[src/rtl/ripple_fifo_pkg.sv]
package ripple_fifo_pkg;
   // synchronized strobe: level after the synchronizer and a one-cycle rise mark
   typedef struct packed {
      logic lvl;
      logic rise;
   } strobe_t;

   function automatic bit depth_ok(input int d);
      return d >= 2;
   endfunction
endpackage

[src/rtl/ripple_fifo_sync.sv]
module ripple_fifo_sync
   import ripple_fifo_pkg::*;
#(
   parameter int STAGES = 2
) (
   input  logic    clk,
   input  logic    din,
   output strobe_t q
);
   localparam int LAST = STAGES - 1;

   // sh[LAST] is the synchronized level, sh[STAGES] the previous one
   logic [STAGES:0] sh;

   always_ff @(posedge clk) begin
      sh <= {sh[STAGES-1:0], din};
   end

   always_comb begin
      q.lvl  = sh[LAST];
      q.rise = sh[LAST] & ~sh[STAGES];
   end
endmodule

[src/rtl/ripple_fifo_stage.sv]
module ripple_fifo_stage #(
   parameter int WIDTH = 5
) (
   input  logic             clk,
   input  logic             mrst_n,
   input  logic             take,
   input  logic             give,
   input  logic [WIDTH-1:0] din,
   output logic             vld,
   output logic [WIDTH-1:0] dat
);
   always_ff @(posedge clk) begin
      if (!mrst_n) vld <= 1'b0;
      else         vld <= (vld & ~give) | take;
   end

   // data is never cleared; only the valid bit marks it stale
   always_ff @(posedge clk) begin
      if (mrst_n && take) dat <= din;
   end
endmodule

[src/rtl/ripple_fifo_drive.sv]
module ripple_fifo_drive #(
   parameter int WIDTH        = 5,
   parameter bit ZERO_WHEN_OFF = 1'b1
) (
   input  logic [WIDTH-1:0] word,
   input  logic             out_en_n,
   output logic [WIDTH-1:0] rd_data,
   output logic             rd_drive
);
   assign rd_drive = ~out_en_n;

   generate
      if (ZERO_WHEN_OFF) begin : g_gate
         assign rd_data = out_en_n ? '0 : word;
      end else begin : g_pass
         assign rd_data = word;
      end
   endgenerate
endmodule

[src/rtl/ripple_fifo.sv]
module ripple_fifo
   import ripple_fifo_pkg::*;
#(
   parameter int WIDTH         = 5,
   parameter int DEPTH         = 16,
   parameter int SYNC_STAGES   = 2,
   parameter bit ZERO_WHEN_OFF = 1'b1
) (
   input  logic             clk,
   input  logic             mrst_n,
   input  logic             ld_a,
   input  logic             ld_b,
   input  logic [WIDTH-1:0] wr_data,
   input  logic             unld_in,
   input  logic             out_en_n,
   output logic [WIDTH-1:0] rd_data,
   output logic             rd_drive,
   output logic             in_rdy,
   output logic             out_rdy,
   output logic             vac_n
);
   localparam int HEAD = 0;
   localparam int TAIL = DEPTH - 1;

   generate
      if (!depth_ok(DEPTH)) begin : g_bad_depth
         $error("ripple_fifo: DEPTH must be at least 2");
      end
      if (WIDTH < 1) begin : g_bad_width
         $error("ripple_fifo: WIDTH must be at least 1");
      end
      if (SYNC_STAGES < 2) begin : g_bad_sync
         $error("ripple_fifo: SYNC_STAGES must be at least 2");
      end
   endgenerate

   strobe_t sa, sb, su;

   ripple_fifo_sync #(.STAGES(SYNC_STAGES)) u_sync_a (.clk(clk), .din(ld_a),    .q(sa));
   ripple_fifo_sync #(.STAGES(SYNC_STAGES)) u_sync_b (.clk(clk), .din(ld_b),    .q(sb));
   ripple_fifo_sync #(.STAGES(SYNC_STAGES)) u_sync_u (.clk(clk), .din(unld_in), .q(su));

   logic [DEPTH-1:0]            vld;
   logic [DEPTH-1:0][WIDTH-1:0] dat;
   logic [DEPTH-1:0]            take;
   logic [DEPTH-1:0]            give;
   logic                        load_fire;
   logic                        pop;

   // each load line gates the other
   assign load_fire = ((sa.rise & sb.lvl) | (sb.rise & sa.lvl)) & ~vld[HEAD];
   assign pop       = su.rise & vld[TAIL];

   genvar gi;
   generate
      for (gi = 0; gi < DEPTH; gi++) begin : g_chain
         logic [WIDTH-1:0] din_i;
         if (gi == HEAD) begin : g_head
            assign take[gi] = load_fire;
            assign din_i    = wr_data;
         end else begin : g_body
            assign take[gi] = vld[gi-1] & ~vld[gi];
            assign din_i    = dat[gi-1];
         end
         if (gi == TAIL) begin : g_tail
            assign give[gi] = pop;
         end else begin : g_fwd
            assign give[gi] = vld[gi] & ~vld[gi+1];
         end

         ripple_fifo_stage #(.WIDTH(WIDTH)) u_stage (
            .clk    (clk),
            .mrst_n (mrst_n),
            .take   (take[gi]),
            .give   (give[gi]),
            .din    (din_i),
            .vld    (vld[gi]),
            .dat    (dat[gi])
         );
      end
   endgenerate

   always_ff @(posedge clk) begin
      if (!mrst_n) vac_n <= 1'b1;
      else         vac_n <= ~give[HEAD];
   end

   assign in_rdy  = ~vld[HEAD];
   assign out_rdy = vld[TAIL] & su.lvl;

   ripple_fifo_drive #(.WIDTH(WIDTH), .ZERO_WHEN_OFF(ZERO_WHEN_OFF)) u_drive (
      .word     (dat[TAIL]),
      .out_en_n (out_en_n),
      .rd_data  (rd_data),
      .rd_drive (rd_drive)
   );
endmodule

[config.mk]
export PLATFORM = sky130hd
export DESIGN_NAME = ripple_fifo
export DESIGN_NICKNAME = d
export VERILOG_FILES = /design/src/rtl/ripple_fifo_pkg.sv /design/src/rtl/ripple_fifo_sync.sv /design/src/rtl/ripple_fifo_stage.sv /design/src/rtl/ripple_fifo_drive.sv /design/src/rtl/ripple_fifo.sv
export SDC_FILE = /design/constraint.sdc
export NUM_CORES = 1
export LEC_CHECK = 0
export CELL_PAD_IN_SITES_DETAIL_PLACEMENT = 1
export CELL_PAD_IN_SITES_GLOBAL_PLACEMENT = 1
export CORE_MARGIN = 2
export CORE_UTILIZATION = 54
export CTS_CLUSTER_SIZE = 20
export DETAILED_ROUTE_END_ITERATION = 16
export PLACE_DENSITY_LB_ADDON = 0.12
export SYNTH_ARGS = -nofsm -noshare
export SYNTH_HDL_FRONTEND = slang
export SYNTH_SLANG_ARGS = --single-unit
[constraint.sdc]
create_clock -name clk -period 2.3 [get_ports clk]
set_input_delay 0.69 -clock clk [delete_from_list [all_inputs] [get_ports clk]]
set_output_delay 0.69 -clock clk [all_outputs]
set_load 0.1 [all_outputs]
==> results.md <==
* Static leakage at 1.33 nW
* Relative slew slack at 0.657
* Sequential area share after synthesis at 0.859
* Final min period at about 2.1 ns
* Area growth syn-to-layout at 16.4%
* Overflow after GRT at 0
* DRT iter0 DRCs at 89
* Power Total at 3.21 mW
* Core box area at approximately 6000 um2
* # clock sinks at approximately 110
* CTS buffer count at 9
* RSZ-0062 raised after global routing: false
* Worst vdd ir at around 490 uV
* Adder-Cell Fraction of Synth Area at 0
* Area of the multi-input gates at between 400 and 500 um2
* Placed inst area at 3770 um2
* Final setup violation count at 0
* Clock root buffer: clkbuf_8
* Startpoint Class: primary input
* Power per cell area at 810 nW/um2
* Syn_area_per_cell at approximately 20 um2
* Dpl cells at 267
* Via Count at roughly 1500
* Diode count at 0
* Largest net degree at the start of global routing at 18
* Worst hold margin at around 0.33 ns
* Non-filler cells, final at approximately 280
* XOR/XNOR Fraction of Synth Area at 0
* WS Path Type: primary input to output pin
* Residual DRC at 0
* Yosys top cell by area: edfxtp_1
* RD Place Congestion at a little under 0.7
* Post-CTS Setup Bufs at 0
* Synth Instances at roughly 170
* WL met2 at just over 3000 um
* Antenna-violating nets left at 0
* Status: completed
* CTS Buffer Depth at 2
* Vias in the first global route at roughly 1700
* CP Capture Type: output pin
* HPWL Detailed at ~3700 um
* Worst Max-Slew Pin Slew at a little over 0.5 ns
* Top-area cell type share of the netlist area at 0.706
* TritonCTS clock tree: built
* Starting Density at 0.568
* CP Data Required Time at roughly 1.6 ns
* MaxCap Viol Count at 0
* Port buffer count at 19
* H-tree Lvls at 3
* Largest family of logic cells by synthesized area: simple AND/OR/NAND/NOR gates
* Distinct cell type count after synthesis at 18
* Met1 WL at between 2000 and 2500 um
* Syn nets at roughly 180
* Final hold violation count at 0
* Final WL at between 5000 and 6000 um
* Layout cells sized above 1 at 0.159
* DR WL/cell at just under 20 um
* I/O pin cnt at 20
* Fillers at ~500
* Total track usage at 0.188
* Fin nets at 214
* Worst EP arrival at between 1 and 1.5 ns
* Simple-gate share of the synthesized area at 0.0828
* Final Max Tran Viols at 0
* Row count at 28
* # hold bufs at CTS at 0
* Seq. cell area at 2920 um2
* Post-synthesis compound-gate area fraction at 0.00588
* Initial antenna violation count at 0
* Post-Syn Area at around 3400 um2
* Drt first pass iters at 4
* Met3 wire len at 212 um
* Die Y at ~83 um
* Max Freq at roughly 470 MHz
* Skew final at approximately 0.0075 ns
* Fin crit share at 0.921
* Max layer used: met4
* Seq cells post-synth at 106
* Fin area at between 3000 and 4000 um2
* Top post-synthesis cells by area: edfxtp_1 71%, dfxtp_1 15%, mux2i_1 4.1%
* Mux cell area share after synthesis at 0.0412
* First-pass GRT wire length at approximately 9200 um
* CP Max Fanout at 6
* Synth warn at 0
* Gates resized, CTS repair at 1
* Number of vias per cell at approximately 5.3
* Hold Crit Class: flop to flop
* Clock-pin slew on the worst setup and hold paths at roughly 0.09 ns
* Clock Latency Late Sink at between 0.3 and 0.4 ns
* Die Wd at 83.4 um
* Die ar. at approximately 7000 um2
-- worst paths after layout --
kind                           start                          to  slack, ns  depth (start not counted)
min                   u_sync_u.sh[0]              u_sync_u.sh[1]       0.33                          0
max                         out_en_n                  rd_data[0]       0.18                          3
max reg2reg  g_chain[10].u_stage.vld  g_chain[11].u_stage.dat[3]       0.92                          2
min reg2reg           u_sync_u.sh[0]              u_sync_u.sh[1]       0.33                          0
-- synthesized netlist by cell type (all sizes together) --
library cell,n
and2,2
nand4b,1
inv,3
edfxtp,80
mux2i,14
o21ai,2
or2,1
buf,3
nor2b,19
nand2,4
a31oi,1
nand3,1
nor2,5
and3b,11
dfxtp,26
-- worst max-delay path, stage by stage --
cell and delay (ns):
dlygate4sd2_1 0.33, nor2b_2 0.21, buf_12 0.19
-- flip-flops by register name (all words and copies together), names as in the netlist --
name	flops
u_sync_a.sh	3
g_chain.u_stage.dat	80
g_chain.u_stage.vld	16
u_sync_u.sh	3
vac_n	1
u_sync_b.sh	3
-- through the flow --
step / utilization / TNS [ns] / setup slack [ns]
4_1_cts: 0.661 / 0 / 0.163
6_report: 0.661 / 0 / 0.182
3_5_place_dp: 0.630 / -0.411 / -0.0886
5_1_grt: 0.661 / 0 / 0.139
2_1_floorplan: - / 0 / 0.125
3_3_place_gp: 0.630 / -0.0464 / -0.0106
-- layout by cell type (no fill, tap or decap) --
| cell type | netlist | final |
|---|---|---|
| o21ai_2 | 1 | 1 |
| and2_1 | 1 | 1 |
| clkbuf_1 | 0 | 1 |
| buf_4 | 2 | 4 |
| nand3_1 | 1 | 1 |
| or2_1 | 1 | 1 |
| o21ai_1 | 1 | 1 |
| clkinv_2 | 0 | 2 |
| clkdlybuf4s50_1 | 0 | 9 |
| clkbuf_8 | 0 | 10 |
| a31oi_1 | 1 | 1 |
| and2_0 | 1 | 1 |
| inv_1 | 3 | 3 |
| nand4b_1 | 1 | 1 |
| buf_12 | 0 | 8 |
| inv_4 | 0 | 2 |
| dlygate4sd2_1 | 0 | 1 |
| clkbuf_16 | 0 | 1 |
| nor2b_1 | 19 | 14 |
| nand2_1 | 4 | 4 |
| nor2b_2 | 0 | 5 |
| dfxtp_1 | 26 | 26 |
| and3b_1 | 11 | 11 |
| nor2_1 | 5 | 5 |
| mux2i_1 | 14 | 14 |
| edfxtp_1 | 80 | 80 |
-- metal layers --
layer / GRT usage / vias up
met5: 0 / -
met3: 0.0785 / 7
met2: 0.320 / 34
li1: - / 694
met4: 0.0715 / 0
met1: 0.210 / 755
-- power by group --
group,switching (mW),internal [mW],leakage [nW]
Clock,0.574,0.488,0.102
Combinational,0.0541,0.0407,0.292
Sequential,0.00700,2.05,0.933
-- area by class of cell --
cell class,instances,area share
flip-flops and latches,106,0.738
multi-input cells,61,0.115
repair buffers,22,0.0730
clock buffers,12,0.0420
well taps,75,0.0237
clock inverters,4,0.00569
inverters,3,0.00284
-- cell families (layout without fill, tap and decap cells) --
group           count (synthesis)  in the layout
mux                            14             14
simple gates                   44             44
flops                         106            106
compound gates                  3              3
buf+inv                         6             41
Power figures use the tool's default switching activity.
